<file path="config.mk">
export PLATFORM = sky130hd
export DESIGN_NAME = cfg_space_target
export DESIGN_NICKNAME = d
export VERILOG_FILES = /design/src/rtl/cfg_space_pkg.sv /design/src/rtl/cfg_addr_decode.sv /design/src/rtl/cfg_be_reg.sv /design/src/rtl/cfg_read_mux.sv /design/src/rtl/cfg_space_target.sv
export SDC_FILE = /design/constraint.sdc
export NUM_CORES = 1
export LEC_CHECK = 0
export BUFFER_PORTS_ARGS = -buffer_cell sky130_fd_sc_hd__buf_4
export CORE_ASPECT_RATIO = 0.8
export CORE_MARGIN = 8
export CORE_UTILIZATION = 63
export DETAILED_ROUTE_END_ITERATION = 16
export PLACE_DENSITY = 0.84
export SLEW_MARGIN = 20
export SYNTH_ARGS = -nofsm -noshare
export SYNTH_HDL_FRONTEND = slang
export SYNTH_SLANG_ARGS = --single-unit
</file>
<file path="constraint.sdc">
create_clock -name clk -period 5.9 [get_ports clk]
set_input_delay 1.18 -clock clk [delete_from_list [all_inputs] [get_ports clk]]
set_output_delay 1.18 -clock clk [all_outputs]
set_load 0.02 [all_outputs]
</file>
<file path="src/rtl/cfg_space_pkg.sv">
package cfg_space_pkg;
   localparam int DW_IDX_W = 6;   // 64 doublewords = 256 bytes
   localparam int FN_LSB   = 8;
   localparam int FN_W     = 3;

   typedef enum logic [3:0] {
      CMD_INTACK = 4'b0000,
      CMD_CFG_RD = 4'b1010,
      CMD_CFG_WR = 4'b1011
   } cfg_cmd_e;

   typedef struct packed {
      logic                rd;
      logic                wr;
      logic                ack;
      logic [DW_IDX_W-1:0] dw;
   } cfg_req_t;
endpackage

</file>
<file path="src/rtl/cfg_addr_decode.sv">
module cfg_addr_decode
   import cfg_space_pkg::*;
(
   input  logic        sel_i,
   input  logic [3:0]  cmd_i,
   input  logic [31:0] addr_i,
   output cfg_req_t    req_o
);
   logic aligned;
   logic func_zero;
   logic cfg_ok;

   always_comb begin
      aligned   = (addr_i[1:0] == 2'b00);
      func_zero = (addr_i[FN_LSB +: FN_W] == '0);
      cfg_ok    = sel_i && aligned && func_zero;
      req_o.rd  = cfg_ok && (cmd_i == CMD_CFG_RD);
      req_o.wr  = cfg_ok && (cmd_i == CMD_CFG_WR);
      req_o.ack = sel_i && (cmd_i == CMD_INTACK);
      req_o.dw  = addr_i[2 +: DW_IDX_W];
   end
endmodule

</file>
<file path="src/rtl/cfg_be_reg.sv">
module cfg_be_reg #(
   parameter int BYTES = 4
) (
   input  logic                 clk,
   input  logic                 rst_n,
   input  logic                 we_i,
   input  logic [BYTES-1:0]     be_i,
   input  logic [8*BYTES-1:0]   d_i,
   output logic [8*BYTES-1:0]   q_o
);
   initial begin
      assert (BYTES >= 1 && BYTES <= 8)
         else $error("cfg_be_reg: BYTES out of range");
   end

   for (genvar b = 0; b < BYTES; b++) begin : g_byte
      always_ff @(posedge clk) begin
         if (!rst_n)
            q_o[8*b +: 8] <= 8'h00;
         else if (we_i && be_i[b])
            q_o[8*b +: 8] <= d_i[8*b +: 8];
      end
   end
endmodule

</file>
<file path="src/rtl/cfg_read_mux.sv">
module cfg_read_mux
   import cfg_space_pkg::*;
#(
   parameter logic [15:0] VENDOR_ID   = 16'h0000,
   parameter logic [15:0] DEVICE_ID   = 16'h0000,
   parameter logic [23:0] CLASS_CODE  = 24'h000000,
   parameter int          NUM_BARS    = 6,
   parameter int          BAR_BASE_DW = 4,
   parameter int          VEC_DW      = 15
) (
   input  cfg_req_t              req_i,
   input  logic [32*NUM_BARS-1:0] bar_i,
   input  logic [7:0]            vec_i,
   output logic [31:0]           rd_o
);
   localparam logic [DW_IDX_W-1:0] ID_DW    = DW_IDX_W'(0);
   localparam logic [DW_IDX_W-1:0] CLASS_DW = DW_IDX_W'(2);
   localparam logic [DW_IDX_W-1:0] VEC_SEL  = DW_IDX_W'(VEC_DW);

   always_comb begin
      rd_o = '0;
      if (req_i.ack) begin
         rd_o = {24'h0, vec_i};
      end else if (req_i.rd) begin
         if (req_i.dw == ID_DW)    rd_o = {DEVICE_ID, VENDOR_ID};
         if (req_i.dw == CLASS_DW) rd_o = {CLASS_CODE, 8'h00};
         if (req_i.dw == VEC_SEL)  rd_o = {24'h0, vec_i};
         for (int i = 0; i < NUM_BARS; i++) begin
            if (req_i.dw == DW_IDX_W'(BAR_BASE_DW + i))
               rd_o = bar_i[32*i +: 32];
         end
      end
   end
endmodule

</file>
<file path="src/rtl/cfg_space_target.sv">
module cfg_space_target
   import cfg_space_pkg::*;
#(
   parameter logic [15:0] VENDOR_ID   = 16'h1D0F,
   parameter logic [15:0] DEVICE_ID   = 16'hA712,
   parameter logic [23:0] CLASS_CODE  = 24'h070002,
   parameter int          NUM_BARS    = 6,
   parameter int          BAR_BASE_DW = 4,
   parameter int          VEC_DW      = 15
) (
   input  logic        clk,
   input  logic        rst_n,
   input  logic        sel_i,
   input  logic [3:0]  cmd_i,
   input  logic [31:0] addr_i,
   input  logic [3:0]  be_i,
   input  logic [31:0] wdata_i,
   output logic [31:0] rdata_o
);
   localparam int BAR_LAST_DW = BAR_BASE_DW + NUM_BARS - 1;
   localparam int DW_COUNT    = 1 << DW_IDX_W;

   initial begin
      assert (NUM_BARS >= 1 && NUM_BARS <= 6)
         else $error("cfg_space_target: NUM_BARS must be 1..6");
      assert (BAR_BASE_DW > 2 && BAR_LAST_DW < VEC_DW)
         else $error("cfg_space_target: base registers overlap fixed fields");
      assert (VEC_DW < DW_COUNT)
         else $error("cfg_space_target: vector doubleword outside space");
   end

   cfg_req_t               req;
   logic [32*NUM_BARS-1:0] bar_q;
   logic [7:0]             vec_q;
   logic [31:0]            rd_next;

   cfg_addr_decode u_dec (
      .sel_i  (sel_i),
      .cmd_i  (cmd_i),
      .addr_i (addr_i),
      .req_o  (req)
   );

   for (genvar i = 0; i < NUM_BARS; i++) begin : g_bar
      logic hit;
      assign hit = req.wr && (req.dw == DW_IDX_W'(BAR_BASE_DW + i));
      cfg_be_reg #(.BYTES(4)) u_bar (
         .clk   (clk),
         .rst_n (rst_n),
         .we_i  (hit),
         .be_i  (be_i),
         .d_i   (wdata_i),
         .q_o   (bar_q[32*i +: 32])
      );
   end

   logic vec_hit;
   assign vec_hit = req.wr && (req.dw == DW_IDX_W'(VEC_DW));

   cfg_be_reg #(.BYTES(1)) u_vec (
      .clk   (clk),
      .rst_n (rst_n),
      .we_i  (vec_hit),
      .be_i  (be_i[0]),
      .d_i   (wdata_i[7:0]),
      .q_o   (vec_q)
   );

   cfg_read_mux #(
      .VENDOR_ID   (VENDOR_ID),
      .DEVICE_ID   (DEVICE_ID),
      .CLASS_CODE  (CLASS_CODE),
      .NUM_BARS    (NUM_BARS),
      .BAR_BASE_DW (BAR_BASE_DW),
      .VEC_DW      (VEC_DW)
   ) u_mux (
      .req_i (req),
      .bar_i (bar_q),
      .vec_i (vec_q),
      .rd_o  (rd_next)
   );

   always_ff @(posedge clk) begin
      if (!rst_n) rdata_o <= '0;
      else        rdata_o <= rd_next;
   end


   idle_zero_chk: assert property (@(posedge clk) disable iff (!rst_n)
      !sel_i |=> (rdata_o == 32'h0));


   intack_vec_chk: assert property (@(posedge clk) disable iff (!rst_n)
      (sel_i && cmd_i == CMD_INTACK) |=> (rdata_o == {24'h0, $past(vec_q)}));


   bar_hold_chk: assert property (@(posedge clk) disable iff (!rst_n)
      (sel_i && cmd_i != CMD_CFG_WR) |=> ($stable(bar_q) && $stable(vec_q)));


   func_miss_chk: assert property (@(posedge clk) disable iff (!rst_n)
      (sel_i && cmd_i == CMD_CFG_RD && addr_i[FN_LSB +: FN_W] != '0)
      |=> (rdata_o == 32'h0));


   misalign_chk: assert property (@(posedge clk) disable iff (!rst_n)
      (sel_i && cmd_i != CMD_INTACK && addr_i[1:0] != 2'b00)
      |=> ($stable(bar_q) && rdata_o == 32'h0));
endmodule

</file>
# == After elaboration in Yosys (flattened, before gate mapping) ==
# Cells that the tools add are included.
# word_totals
mem_bits_rw,0
memories,0
reg_bits,232
latch_bits,0
inputBits,75
rom_bits,0
wordCells,92
# classes
n_div,0
shift,0
n_eq_ne,10
n_lt_le_gt_ge,0
n_addsub,0
reduce_logical,42
muxes,11
bitwise_logic,2
multipliers,0
# ops
cell,count
2-to-1 mux 32 bit,9
logical AND 1 bit,37
equality test 6 x 3 -> 1 bit (second input constant),4
equality test 6 x 4 -> 1 bit (second input constant),3
2-to-1 mux 8 bit,2
equality test 4 bit (second input constant),2
equality test 6 x 2 -> 1 bit (second input constant),1
logical NOT 6 bit,1
logical NOT 4 bit,1
logical NOT 3 bit,1
OR reduction 3 bit,1
logical NOT 2 bit,1
NOT 1 bit,2

# == Logic depth before layout (Yosys ltp) ==
# depth
ltp_word,12
depth_mapped,7

# == Modules after synthesis ==
# From an unflattened synthesis, not the netlist that was laid out.
# unflattened
cells_unflattened,1340
area_unflattened_um2,11966.5
# modules_own_cells
mod,area_each_um2,seq_area_each_um2,cells_each,n_inst
cfg_be_reg (g_bar[0].u_bar ...),1426.4,640.6,151,6
cfg_read_mux,1996.9,0.0,304,1
cfg_space_target,942.2,640.6,80,1
cfg_be_reg (u_vec),359.1,160.2,38,1
cfg_addr_decode,110.1,0.0,12,1

# == Worst setup path after synthesis ==
# No wires, ideal clock.
# synth_timing
kind,input to register
from,input port addr_i[0]
to,register u_vec.q_o[0]
arrival_time_ps,2633
stages,6
n_path_buf,1
setup_slack_ps,3151
cell_sequence,nor4b_4 > nand4_1 > buf_2 > nor3_4 > mux2i_1 > nor2b_1
# synth_between
elab_chain_cells,6
# synth_lines
item,line,text
"start, declared",cfg_space_target.sv:15,"input logic [31:0] addr_i,"
logical NOT 2 bit,cfg_addr_decode.sv:14,aligned = (addr_i[1:0] == 2'b00);
logical AND 1 bit (2 in series),cfg_addr_decode.sv:16,cfg_ok = sel_i && aligned && func_zero;
logical AND 1 bit,cfg_addr_decode.sv:18,req_o.wr = cfg_ok && (cmd_i == CMD_CFG_WR);
logical AND 1 bit,cfg_space_target.sv:58,assign vec_hit = req.wr && (req.dw == DW_IDX_W'(VEC_DW));
logical AND 1 bit,cfg_be_reg.sv:20,else if (we_i && be_i[b])
"end signal, assigned by index",cfg_be_reg.sv:21,q_o[8*b +: 8] <= d_i[8*b +: 8];
"end, declared",cfg_be_reg.sv:9,output logic [8*BYTES-1:0] q_o
# Every way passes these cells.
# A chain may end at the register's enable or synchronous reset.

# == Worst setup path after layout ==
# layout_timing
from,input port addr_i[2]
to,register g_bar[5].u_bar.q_o[21]
# layout_between
elab_chain_cells,3
# layout_lines
item,line,text
equality test 6 x 4 -> 1 bit,cfg_space_target.sv:46,assign hit = req.wr && (req.dw == DW_IDX_W'(BAR_BASE_DW + i));
logical AND 1 bit,cfg_space_target.sv:46,
logical AND 1 bit,cfg_be_reg.sv:20,
"end signal, assigned by index",cfg_be_reg.sv:21,
"end, declared",cfg_be_reg.sv:9,
# Every way passes these cells.

==> flow_metrics.py <==
metrics = {
    "run_status": {
        "status": "complete, no violations",
    },
    "floorplan": {
        "io_pins": 107,
        "start_util_pct": 63.5,
        "rows": 42,
        "die_x_um": 159,
        "die_area_mm2": 0.0209,
        "coreArea_mm2": 0.0163,
        "die_h_um": 131,
    },
    "place": {
        "gp_congestion": 0.815,
        "post-place-ws_ps": 2060,
        "portBuffers": 85,
        "hpwl_um": 16700,
        "place_area_mm2": 0.0111,
    },
    "sta": {
        "finalSetupViolCount": 0,
        "period_share_pct": 56.1,
        "slew_viol_final": 0,
        "maxSlewHeadroom_pct": 33.6,
        "post-route-min-period_ps": 3310,
        "finClkSkew_ps": 7.88,
        "rsz0062_at_grt": "no",
        "max_freq_mhz": 302,
        "hold_violations": 0,
        "worstMarginPinSlew_ps": 996,
        "hold_ws_ps": 450,
        "setup_ws_ps": 2590,
        "finalSetupTns_ps": 0,
    },
    "yosys": {
        "synth_top_area_share_pct": 44.8,
        "synth_compound_area_share_pct": 12.7,
        "yosysWarnings": 0,
        "synth_nets": 1116,
        "yosysSeqAreaShare_pct": 44.8,
        "synthTopCellsByArea": "dfxtp_1 45%, mux2i_1 15%, nor2b_1 9.2%",
        "synth_area_mm2": 0.0104,
        "syn_avg_cell_area_um2": 9.97,
        "yosys.area.top_type": "dfxtp_1",
        "synth-edff-count": 0,
        "synth-simple-area-share_pct": 22.0,
        "synth_xor_area_share_pct": 0,
        "post_synth_mux_area_share_pct": 18.0,
        "ys_seq_elements": 232,
        "synthArstFlopShare_pct": 0,
        "synth_top_family_by_area": "simple AND/OR/NAND/NOR gates",
        "synth.distinct_cells": 56,
        "synth-adder-area-share_pct": 0,
        "synth_flop_cell": "dfxtp_1",
        "netlist_instances": 1041,
    },
    "global_routing": {
        "grt-ovfl-total": 0,
        "antenna_found_initial": 0,
        "grtUsageTotal_pct": 25.2,
        "grt_max_degree": 128,
        "grt_pass1_wl_um": 42700,
        "grt_pass1_vias": 7867,
    },
    "layout": {
        "multiInputGateArea_mm2": 0.00548,
        "postLayoutCoreUtil_pct": 72.4,
        "seq_area_mm2": 0.00464,
        "diodes": 0,
        "layout-drive-gt1-share_pct": 16.3,
        "syn2layout_area_growth_pct": 14.0,
        "final_cell_mix": "232 x dfxtp_1, 159 x mux2i_1, 152 x nor2b_1, 98 x nand2_1, 94 x buf_4",
        "layout_commonest_cell": "dfxtp_1",
        "fin_area_mm2": 0.0118,
        "nets": 1174,
        "fillers": 1170,
    },
    "detailed_routing": {
        "drtPass1Iterations": 6,
        "ant_nets": 0,
        "num_vias": 8033,
        "drt_wl_total_um": 26600,
        "dr.first_iter.drc_count": 704,
        "wl_per_cell_um": 19.9,
        "drc": 0,
        "via_per_inst": 6.03,
    },
    "cts": {
        "ctsHoldBuffers": 0,
        "clk_pin_slew_ps": 60,
        "htreeDepth": 1,
        "cts_setup_buffers": 0,
        "ctsResizeCount": 0,
        "cts_max_path_buffers": 3,
        "clock-sinks": 232,
        "cts_buffers": 23,
        "clkLatencyLatePin_ps": 520,
        "cts_tree": "done",
        "root_buffer": "clkbuf_16",
    },
    "power_and_ir_drop": {
        "peakVddDrop_mv": 0.250,
        "p_leak_nw": 3.92,
        "cellPowerDensity_mw_per_mm2": 266,
    },
    "job": {
        "max_cap_viol_count": 0,
    },
    "setup_path": {
        "critical_path.startpoint": "addr_i[2]",
        "r2r-end": "rdata_o[6]",
        "crit_arrival_ps": 3710,
        "cp-start-kind": "primary input",
        "endpoint_kind": "flop",
        "cp_max_fo": 50,
        "rr_worst_depth": 4,
        "critPathMaxStageDelay_ps": 810,
        "timing.rr.start": "g_bar[0].u_bar.q_o[6]",
        "worstSetupPathType": "primary input to flop",
        "crit_slowest_cell": "nor3_4",
        "crit_chain": "buf_4 > nand3_2 > nor3_4 > mux2i_1 > nor2b_1",
        "crit_end": "g_bar[5].u_bar.q_o[21]",
        "cp.required_ps": 6300,
        "regToRegSetupSlack_ps": 4610,
    },
    "min_path": {
        "min-delay-path-class": "flop to flop",
    },
}
-- per-layer routing --
metal	global-route usage (%)	routed length [µm]
met5	0	0
met4	7.25	522
met3	4.63	2230
met2	40.0	12200
met1	34.7	11600
-- worst min path at each step --
stage / depth (start not counted) / startpoint / slack [ps] / to
2_1_floorplan: 2 / g_bar[4].u_bar.q_o[13] / 430 / rdata_o[13]
3_3_place_gp: 2 / g_bar[4].u_bar.q_o[18] / 440 / rdata_o[18]
6_report: 2 / g_bar[4].u_bar.q_o[18] / 450 / rdata_o[18]
4_1_cts: 2 / g_bar[4].u_bar.q_o[18] / 450 / rdata_o[18]
5_1_grt: 2 / g_bar[4].u_bar.q_o[16] / 470 / rdata_o[16]
3_5_place_dp: 2 / g_bar[4].u_bar.q_o[23] / 440 / rdata_o[23]
-- layout make-up --
cell class | count | share of cell area [%]
multi-input cells | 746 | 46.3
flip-flops and latches | 232 | 39.3
repair buffers | 94 | 5.96
clock buffers | 32 | 5.32
well taps | 220 | 2.33
clock inverters | 6 | 0.804
inverters | 2 | 0.0634
-- power by group --
| part | leakage, nW | internal, mW | switching (mW) |
|---|---|---|---|
| clock network | 0.356 | 0.834 | 0.601 |
| logic | 1.70 | 0.0611 | 0.0909 |
| registers | 1.87 | 1.57 | 0.00000745 |
-- cell usage after synthesis (3+ instances only) --
cell type,number
dfxtp_1,232
o22ai_1,5
or2_2,3
buf_1,5
nand4_1,5
nand2b_1,6
a221o_1,6
nor2_1,37
buf_2,12
nor2b_1,152
mux2i_1,159
a21boi_0,48
nand3_2,4
clkbuf_1,40
buf_4,4
mux4_2,12
a22oi_1,16
nand2_2,3
a221oi_1,12
or3_1,5
nor3_1,13
nand2_1,98
a21oi_1,39
o21ai_0,59
nor3_2,4
o221ai_1,6
nor3_4,19
-- state kept, by name, indices dropped and copies added (netlist names) --
signal	count
rdata_o	32
u_vec.q_o	8
g_bar.u_bar.q_o	192
-- per-stage QoR --
| stage | power (mW) | instances |
|---|---|---|
| after floorplan | 1.68 | 1041 |
| after global placement | 1.75 | 1294 |
| after detailed placement | 1.75 | 1294 |
| after CTS | 3.16 | 1332 |
| after global routing | 3.25 | 1332 |
| final | 3.15 | 1332 |
-- logic make-up (layout without fill, tap and decap cells) --
family,count (synthesis),in the layout
AOI/OAI and AO/OA,203,203
buffers and inverters,63,134
DFF,232,232
muxes,172,172
and+or+nand+nor,371,371
-- worst max-delay path, delay by kind of cell --
| kind | cells | cell delay, ps |
|---|---|---|
| and+or+nand+nor | 3 | 1650 |
| buffers and inverters | 1 | 570 |
| muxes | 1 | 270 |
(Power assumes the default switching activity.)
